$ cat src/rtl/brcond_pkg.sv
// Shared definitions for the branch condition evaluator.
// Assumes a four-bit condition select. Codes not listed here are never taken.
package brcond_pkg;
    localparam int CODE_W = 4;

    typedef enum logic [CODE_W-1:0] {
        BC_EQ   = 4'd0,
        BC_NE   = 4'd1,
        BC_LT   = 4'd2,
        BC_GE   = 4'd3,
        BC_LTU  = 4'd4,
        BC_GEU  = 4'd5,
        BC_AND  = 4'd6,
        BC_OR   = 4'd7,
        BC_NAND = 4'd8,
        BC_NOR  = 4'd9,
        BC_BSET = 4'd10,
        BC_BCLR = 4'd11
    } cond_e;
endpackage

$ cat src/rtl/brc_relational.sv
// Relational compare of two operands.
// One widened subtraction gives the unsigned less-than. The signed less-than
// comes from the same result, corrected when the operand signs differ.
// Assumes XLEN >= 2.
module brc_relational #(
    parameter int XLEN = 32
) (
    input  logic [XLEN-1:0] a_i,
    input  logic [XLEN-1:0] b_i,
    output logic            eq_o,
    output logic            lt_o,
    output logic            ltu_o
);
    localparam int DW = XLEN + 1;

    logic [DW-1:0] diff;

    // Borrow-out subtraction and equality.
    always_comb begin
        diff  = {1'b0, a_i} - {1'b0, b_i};
        eq_o  = (a_i == b_i);
        ltu_o = diff[DW-1];
    end

    // Signed order: when the signs differ, the negative operand is smaller.
    always_comb begin
        if (a_i[XLEN-1] != b_i[XLEN-1])
            lt_o = a_i[XLEN-1];
        else
            lt_o = diff[DW-1];
    end
endmodule

$ cat src/rtl/brc_logical.sv
// Truth tests on two operands. A nonzero operand counts as true.
// Gives the AND and OR of the two truth values. The top inverts them when
// it needs the NAND and NOR forms.
module brc_logical #(
    parameter int XLEN = 32
) (
    input  logic [XLEN-1:0] a_i,
    input  logic [XLEN-1:0] b_i,
    output logic            both_o,
    output logic            any_o
);
    logic a_nz;
    logic b_nz;

    // Reduce each operand to a truth value and combine the two.
    always_comb begin
        a_nz   = |a_i;
        b_nz   = |b_i;
        both_o = a_nz & b_nz;
        any_o  = a_nz | b_nz;
    end
endmodule

$ cat src/rtl/brc_bittest.sv
// Single-bit test: picks one bit of the data word. The low bits of the
// index operand give its position, and the upper index bits are ignored.
// Assumes XLEN is a power of two.
module brc_bittest #(
    parameter int XLEN = 32
) (
    input  logic [XLEN-1:0] data_i,
    input  logic [XLEN-1:0] idx_i,
    output logic            set_o,
    output logic            clr_o
);
    localparam int IDX_W = $clog2(XLEN);

    logic [IDX_W-1:0] pos;
    logic [XLEN-1:0]  shifted;

    // Shift the chosen bit down to position zero and report both senses.
    always_comb begin
        pos     = idx_i[IDX_W-1:0];
        shifted = data_i >> pos;
        set_o   = shifted[0];
        clr_o   = ~shifted[0];
    end
endmodule

$ cat src/rtl/brcond_eval.sv
// Branch condition evaluator (top).
// Combinational: it decodes the condition select and routes the matching
// compare, truth or bit-test result to taken_o. It holds no state.
// Assumes the inputs are settled within the cycle that uses the result.
module brcond_eval #(
    parameter int XLEN = 32
) (
    input  logic [XLEN-1:0]               opa_i,
    input  logic [XLEN-1:0]               opb_i,
    input  logic [brcond_pkg::CODE_W-1:0] cond_i,
    output logic                          taken_o
);
    import brcond_pkg::*;

    logic rel_eq;
    logic rel_lt;
    logic rel_ltu;
    logic log_both;
    logic log_any;
    logic bit_set;
    logic bit_clr;

    brc_relational #(.XLEN(XLEN)) u_rel (
        .a_i   (opa_i),
        .b_i   (opb_i),
        .eq_o  (rel_eq),
        .lt_o  (rel_lt),
        .ltu_o (rel_ltu)
    );

    brc_logical #(.XLEN(XLEN)) u_log (
        .a_i    (opa_i),
        .b_i    (opb_i),
        .both_o (log_both),
        .any_o  (log_any)
    );

    brc_bittest #(.XLEN(XLEN)) u_bit (
        .data_i (opa_i),
        .idx_i  (opb_i),
        .set_o  (bit_set),
        .clr_o  (bit_clr)
    );

    // Select the result named by the condition code. Unused codes give not taken.
    always_comb begin
        case (cond_e'(cond_i))
            BC_EQ:   taken_o = rel_eq;
            BC_NE:   taken_o = ~rel_eq;
            BC_LT:   taken_o = rel_lt;
            BC_GE:   taken_o = ~rel_lt;
            BC_LTU:  taken_o = rel_ltu;
            BC_GEU:  taken_o = ~rel_ltu;
            BC_AND:  taken_o = log_both;
            BC_OR:   taken_o = log_any;
            BC_NAND: taken_o = ~log_both;
            BC_NOR:  taken_o = ~log_any;
            BC_BSET: taken_o = bit_set;
            BC_BCLR: taken_o = bit_clr;
            default: taken_o = 1'b0;
        endcase
    end
endmodule

$ cat config.mk
export PLATFORM = sky130hd
export DESIGN_NAME = brcond_eval
export DESIGN_NICKNAME = d
export VERILOG_FILES = /design/src/rtl/brcond_pkg.sv /design/src/rtl/brc_relational.sv /design/src/rtl/brc_logical.sv /design/src/rtl/brc_bittest.sv /design/src/rtl/brcond_eval.sv
export SDC_FILE = /design/constraint.sdc
export NUM_CORES = 1
export LEC_CHECK = 0
export BUFFER_PORTS_ARGS = -buffer_cell sky130_fd_sc_hd__buf_2
export CORE_UTILIZATION = 50
export DETAILED_ROUTE_END_ITERATION = 8
export PLACE_DENSITY_LB_ADDON = 0.15
export RECOVER_POWER = 100
export SETUP_SLACK_MARGIN = 0.1
export SKIP_LAST_GASP = 1
export SLEW_MARGIN = 10
export SYNTH_ARGS = -nofsm -noshare
export SYNTH_HDL_FRONTEND = slang
export SYNTH_SLANG_ARGS = --single-unit
$ cat constraint.sdc
create_clock -name vclk -period 5.14
set_input_delay 0.514 -clock vclk [all_inputs]
set_output_delay 0.514 -clock vclk [all_outputs]
set_load 0.02 [all_outputs]
==> metrics.txt, run 1 <==
fin worst setup slack between 1.5 and 2 ns; startpoint type of the worst setup path input port; Hold Crit Class input port to output port; Die ar. 2970 um2; # rows 18; Vias/cell a little over 6; Synth top cells by count inv_1, ha_1, nor4_1; Tot Pwr ~130 uW; post-synthesis mux area share 16.8%; gr ovfl total 0; CP Capture Type output port; fillers around 240; ANT nets after route 0; largest fanout on the critical path 10; initial antenna violation count 0; status finished clean; WS Path Type input port to output port; Max Cap Viol 0; Placeable Area 2540 um2; syn avg cell area 7.70 um2; Synth Area in Compound Gates between 10% and 20%; Tightest Pin Transition 0.643 ns; Storage cell area 0 um2; final wirelength between 3000 and 4000 um; post_cts resized 0; synthesis-to-finish area growth 25.7%; Post-CTS Setup Bufs 0; Post-Syn Instances 179; Place WS 2.20 ns; IO Port Bufs slightly below 70; fin crit share 62.6%; Rel. slew slack 57.2%; synth unique cells 36; height of the die 54.5 um; Netlist Area Pre-Place approximately 1400 um2; Top-Level Pins 69; total vias in the final route roughly 1,700; die width 54.5 um; drt drc 0; starting density of the core 54.2%; Crit path max-delay family compound AO/OA/AOI/OAI gates; routability cong. ~0.86; Total GRT Usage 29.3%; # diodes 0; top-area cell type share of the netlist area 29.0%; ranking of synthesized cells by area ha_1, inv_1, mux4_2; critical-path cell list clkbuf_1, mux4_2, mux2i_1, a22oi_1, a41o_1, a2111oi_2, o32ai_1, buf_2; xor-xnor portion of the synthesized cell area 0%; Critical Path Stages 8; CP max stage cell mux4_2; Critical Path AT ~2.7 ns; Worst path max stage delay 0.58 ns; CP bufs+invs 2; largest net degree at the start of global routing 11; unrepaired setup endpoints after global routing no; Yosys warning count 0; Final HPWL DP between 3000 and 4000 um; number of global-route vias before repair between 1,500 and 2,000; DR pass1 iterations 4; Yosys top cell by area ha_1; clkbuf count 0; drt initial violations 43; Setup TNS Final 0 ns; total leakage power 0.000943 uW; sequential cells 0; most common cell in the netlist inv_1; adder-cell share of the synthesized area around 29%; maximum vdd drop roughly 0.052 mV; CP Data Required Time 4.63 ns; Simple-Gate Fraction of Synth Area a little under a quarter; average wire per standard cell 14.0 um; hold buffer count at cts 0; post-synthesis sequential area ratio 0%; main combinational cell family by area after synthesis adder cells; share of layout cells above drive strength 1 30.6%; final setup vio count 0; crit path time final 3.22 ns; first-pass GRT wire length ~6500 um; Max Fclk 0.311 GHz; PwrDens 76.9 nW/um2; Slew Limit Fails 0; post-synthesis net count 279; final hold violations 0; Nets 347; hold path depth 4
-- cell families after synthesis --
group                    Yosys count
AO/OA/AOI/OAI                     38
adder cells (fa/ha/maj)           32
buffers and inverters             39
multiplexers                      12
AND/OR/NAND/NOR                   58
-- per-layer routing --
layer,vias up,GRT usage (%),wire [um]
met3,0,1.94,309
met4,0,2.14,0
met2,81,52.0,1790
met5,-,0,0
li1,841,-,-
met1,770,40.1,1760
-- cell type report --
| type | count | area (um2) | area share [%] |
|---|---|---|---|
| tap | 30 | 37.5 | 2.17 |
| multi-input combinational | 140 | 1220 | 70.2 |
| inverter | 36 | 135 | 7.80 |
| timing repair buffer | 69 | 344 | 19.9 |
-- cells in the final DEF (no fill, tap or decap), types with 2 or more instances in the layout --
cell type and instances:
ha_1 32, o21ai_0 5, buf_2 68, o211a_1 2
nand3_1 5, inv_1 36, mux4_1 3, mux2i_1 4
nor2_1 7, mux4_2 5, a221oi_1 2, a21oi_1 14
nand2_1 7, nand4_1 12, nor4_1 18, nor3_1 5
-- through the flow --
step	instance area, um2	std cells	util, %	hold WS (ns)
after floorplan	1380	179	-	1.31
after global placement	1730	275	68.1	1.52
after detailed placement	1730	275	68.1	1.51
after CTS	1730	275	68.1	1.52
after global routing	1730	275	68.1	1.55
final	1730	275	68.1	1.51
-- path summary, 6_finish.rpt --
| kind | from | endpoint | slack, ns |
|---|---|---|---|
| max | opb_i[1] | taken_o | 1.92 |
| min | cond_i[1] | taken_o | 1.51 |
-- report_power, final --
part / total (uW) / leakage [uW] / internal (uW) / switching [uW]
Clock: 0 / 0 / 0 / 0
Combinational: 133 / 0.000943 / 63.9 / 69.3
Sequential: 0 / 0 / 0 / 0
Total: 133 / 0.000943 / 63.9 / 69.3
(Power assumes the default switching activity.)
==> run 2: changes to the inputs <==
Settings changed: ABC_AREA set to 1, CORE_UTILIZATION 50 to 47.
Clock period 5.14 ns to 2.6 ns, I/O delays scaled along.
==> metrics.txt, run 2 <==
status finished clean; commonest non-fill, non-tap cells in the layout nand2_1, buf_2, inv_1, nor2_1, nand3_1; synth unique cells 23; critical-path cell list clkbuf_2, inv_4, ha_1, nand2_1, nand2_1, nand2_1, nand2_1, nand2_1, nand2_1, nand2_1, nand2_1, nand2_1, nand2_1, nand2_1, nand3_2, nor2_1, nand2_1, buf_2; WS Path Type input port to output port; drt initial violations 89; Nets 479; Tot Pwr 283 uW; Tightest Pin Transition around 0.26 ns; total vias in the final route 2,036; # diodes 0; Critical Path AT 1.90 ns; initial antenna violation count 0; Setup TNS Final 0 ns; ranking of synthesized cells by area ha_1, nand2_1, inv_1; number of global-route vias before repair 1,769; Total GRT Usage 23.8%; CP max stage cell ha_1; Synth top cells by count nand2_1, inv_1, nor2_1; placed inst area 2010 um2; Final HPWL DP 3740 um; Netlist Area Pre-Place between 1500 and 2000 um2; die width 61.3 um; Max Fclk between 0.4 and 0.5 GHz; critical path's most frequent cell nand2_1; gr ovfl total 0; hold buffer count at cts 0; Max Cap Viol 0; commonest non-fill, non-tap cell in the layout nand2_1; fin crit share 83.0%; post-synthesis net count 411; Post-CTS Setup Bufs 0; post_cts resized 0; sequential cells 0; most common cell in the netlist nand2_1; unrepaired setup endpoints after global routing no; crit path time final 2.16 ns; fin area roughly 2000 um2; largest net degree at the start of global routing 16; drt drc 0; post-synthesis sequential area ratio 0%; Top-Level Pins between 60 and 70; Slew Limit Fails 0; hold path depth 7; height of the die between 60 and 70 um; CP Data Required Time 2.34 ns; Rel. slew slack 82.5%; average wire per standard cell 9.80 um; startpoint type of the worst setup path input port; starting density of the core between 40 and 50%; final setup vio count 0; DR pass1 iterations 4; Vias/cell 4.81; Hold Crit Class input port to output port; clkbuf count 0; routability cong. 0.924; fillers 406; ANT nets after route 0; # rows 21; share of layout cells above drive strength 1 23.3%; Yosys top cell by area ha_1; CP Capture Type output port; Die ar. about 3800 um2; final wirelength 4140 um; maximum vdd drop 0.0704 mV; Placeable Area 3360 um2; syn avg cell area between 5 and 6 um2; first-pass GRT wire length 6990 um; Worst path max stage delay 0.30 ns; Yosys warning count 0; Storage cell area 0 um2; total leakage power about 0.0012 uW; synthesis-to-finish area growth 21.5%; Post-Syn Instances 311; largest fanout on the critical path 10; final hold violations 0; Core Util, Final 59.8%; top-area cell type share of the netlist area roughly 24%; IO Port Bufs 69; PwrDens 141 nW/um2
==> run 2: cell count changes in the layout (fill, tap and decap cells not counted), sizes merged, moves of 2 or more <==
| cell | previous run | this run |
|---|---|---|
| mux4 | 8 | 0 |
| nand3 | 5 | 37 |
| nand4 | 12 | 10 |
| o211a | 2 | 0 |
| nor3 | 5 | 1 |
| a2111oi | 2 | 0 |
| nor2 | 7 | 51 |
| inv | 36 | 52 |
| mux2i | 4 | 0 |
| a221oi | 2 | 0 |
| nand2 | 7 | 99 |
| nor4 | 18 | 0 |
==> run 2: layout make-up <==
cell class,count,area (um2),share of cell area (%)
Multi-Input combinational cell,255,1400,69.5
Inverter,52,203,10.1
Tap cell,46,57.6,2.86
Timing Repair Buffer,70,353,17.5
==> run 2: path summary, 6_finish.rpt <==
path	startpoint	to	slack, ns
worst max-delay path	opb_i[1]	taken_o	0.44
worst min-delay path	cond_i[3]	taken_o	1.04
==> run 2: critical path: cells and delay by family <==
kind / cells / cell delay, ns
buffers and inverters: 3 / 0.48
AND/OR/NAND/NOR: 14 / 0.87
adder cells (fa/ha/maj): 1 / 0.30
==> run 2: stage by stage <==
stage,cells,setup WS (ns),hold slack [ns]
6_report,423,0.441,1.04
5_1_grt,423,0.150,1.14
4_1_cts,423,0.460,1.04
3_5_place_dp,423,0.460,1.04
3_3_place_gp,423,0.483,1.04
2_1_floorplan,311,0.788,0.849
==> run 2: cell families (layout without fill, tap and decap cells) <==
group	count (synthesis)	in the layout	share of synthesized area, %
AOI/OAI and AO/OA	23	23	7.63
adders and majority gates	32	32	24.2
buffers and inverters	56	122	15.5
and+or+nand+nor	200	200	52.7
==> run 2: power by group <==
part	switching, uW	internal, uW	total, uW
logic	162	121	283
clock network	0	0	0
registers	0	0	0
==> run 2: layer usage <==
metal | GRT usage [%] | vias to the layer above | routed length, um
li1 | - | 1131 | -
met1 | 32.7 | 851 | 2050
met2 | 44.3 | 54 | 1900
met3 | 0.210 | 0 | 198
met4 | 0 | 0 | 0
met5 | 0 | - | 0
==> run 3: changes to the inputs <==
Settings changed: CORE_UTILIZATION 47 to 50.
Clock period 2.6 ns to 2.26 ns, I/O delays scaled along.
==> metrics.txt, run 3 (synthesis gave the netlist of run 2 again) <==
status finished clean; first-pass GRT wire length 7350 um; Hold Crit Class input port to output port; Critical Path AT about 1.8 ns; average wire per standard cell 10.3 um; clkbuf count 0; Max Cap Viol 0; final hold violations 0; largest fanout on the critical path 5; WS Path Type input port to output port; drt initial violations 138; unrepaired setup endpoints after global routing no; ANT nets after route 0; Die ar. about 3500 um2; IO Port Bufs 69; Setup TNS Final 0 ns; largest net degree at the start of global routing 20; fin crit share 88.6%; critical path's most frequent cell nand2_1; PwrDens 165 nW/um2; CP max stage cell ha_1; switching power of the nets between 150 and 200 uW; power share of the combinational group 100.0%; CP Capture Type output port; Worst path max stage delay around 0.28 ns; crit path time final roughly 2 ns; # rows 20; routability cong. 0.898; share of layout cells above drive strength 1 26.1%; startpoint type of the worst setup path input port; Top-Level Pins 69; Storage cell area 0 um2; maximum vdd drop 0.0804 mV; Crit path max-delay family simple AND/OR/NAND/NOR gates; Final HPWL DP around 3700 um; Slew Limit Fails 0; Rel. slew slack 84.6%; number of global-route vias before repair 1,870; total leakage power 0.00126 uW; initial antenna violation count 0; Nets 481; sw frac 56.8%; sequential cells 0; fin area roughly 2100 um2; hold buffer count at cts 0; commonest non-fill, non-tap cell in the layout nand2_1; final wirelength 4360 um; P_int between 100 and 150 uW; total vias in the final route 2,124; Tightest Pin Transition 0.231 ns; placed inst area ~2000 um2; critical-path cell list buf_2, inv_1, ha_1, nand2_1, inv_1, nand2_1, nand2_1, nand2_1, nand2_1, nand2_1, nand2_1, nand2_1, nand2_1, nand2_1, nand3_2, nor2_1, nand2_1, clkbuf_2; fillers 359; DR pass1 iterations 4; CP Data Required Time 2.03 ns; Max Fclk 0.499 GHz; commonest non-fill, non-tap cells in the layout nand2_1, buf_2, inv_1; Placeable Area 3100 um2; Vias/cell 5.02; Total GRT Usage 25.7%; drt drc 0; starting density of the core 53.3%; die width 59.5 um; fin cells 423; gr ovfl total 0; final setup vio count 0; # diodes 0; synthesis-to-finish area growth 25.7%; CP bufs+invs 4; DP Cell Count 422; Seq pwr share 0%; Clock power frac 0%; height of the die between 50 and 60 um
-- run 3: power by group through the flow --
| stage | Combinational (uW) | Clock (uW) | Sequential (uW) |
|---|---|---|---|
| finish | 344 | 0 | 0 |
| global route | 400 | 0 | 0 |
| CTS | 327 | 0 | 0 |
| detailed placement | 325 | 0 | 0 |
| global placement | 319 | 0 | 0 |
| floorplan | 210 | 0 | 0 |
-- run 3: per-stage QoR --
step	total power, uW	worst slack, ns	hold WS (ns)	util [%]
6_report	344	0.257	0.981	67.1
5_1_grt	400	0.0465	1.02	67.1
4_1_cts	327	0.183	0.970	65.0
3_5_place_dp	325	0.186	0.969	65.0
3_3_place_gp	319	0.186	0.967	65.0
2_1_floorplan	210	0.516	0.781	-
-- run 3: worst paths after layout --
check      start  endpoint  slack, ns  cells after the start
min    cond_i[3]   taken_o       0.98                      7
max     opb_i[2]   taken_o       0.26                     18
-- run 3: layer usage --
layer,track usage (%),part of all wire (%),vias up
li1,-,-,1135
met2,45.6,46,65
met1,35.7,48,920
met3,0.218,5.1,4
met4,2.99,1.2,0
met5,0,0,-
-- run 3: timing repair --
item	4_1_cts	5_1_grt
hold endpoints to repair	0	0
gates resized for setup	0	14
endpoints found under the setup margin	0	1
buffers inserted	0	1
-- run 3: area by class of cell --
class / instances / area (um2) / area share [%]
Tap cell: 44 / 55.1 / 2.65
Multi-Input combinational cell: 255 / 1450 / 69.6
Timing Repair Buffer: 72 / 374 / 18.0
Inverter: 52 / 203 / 9.74
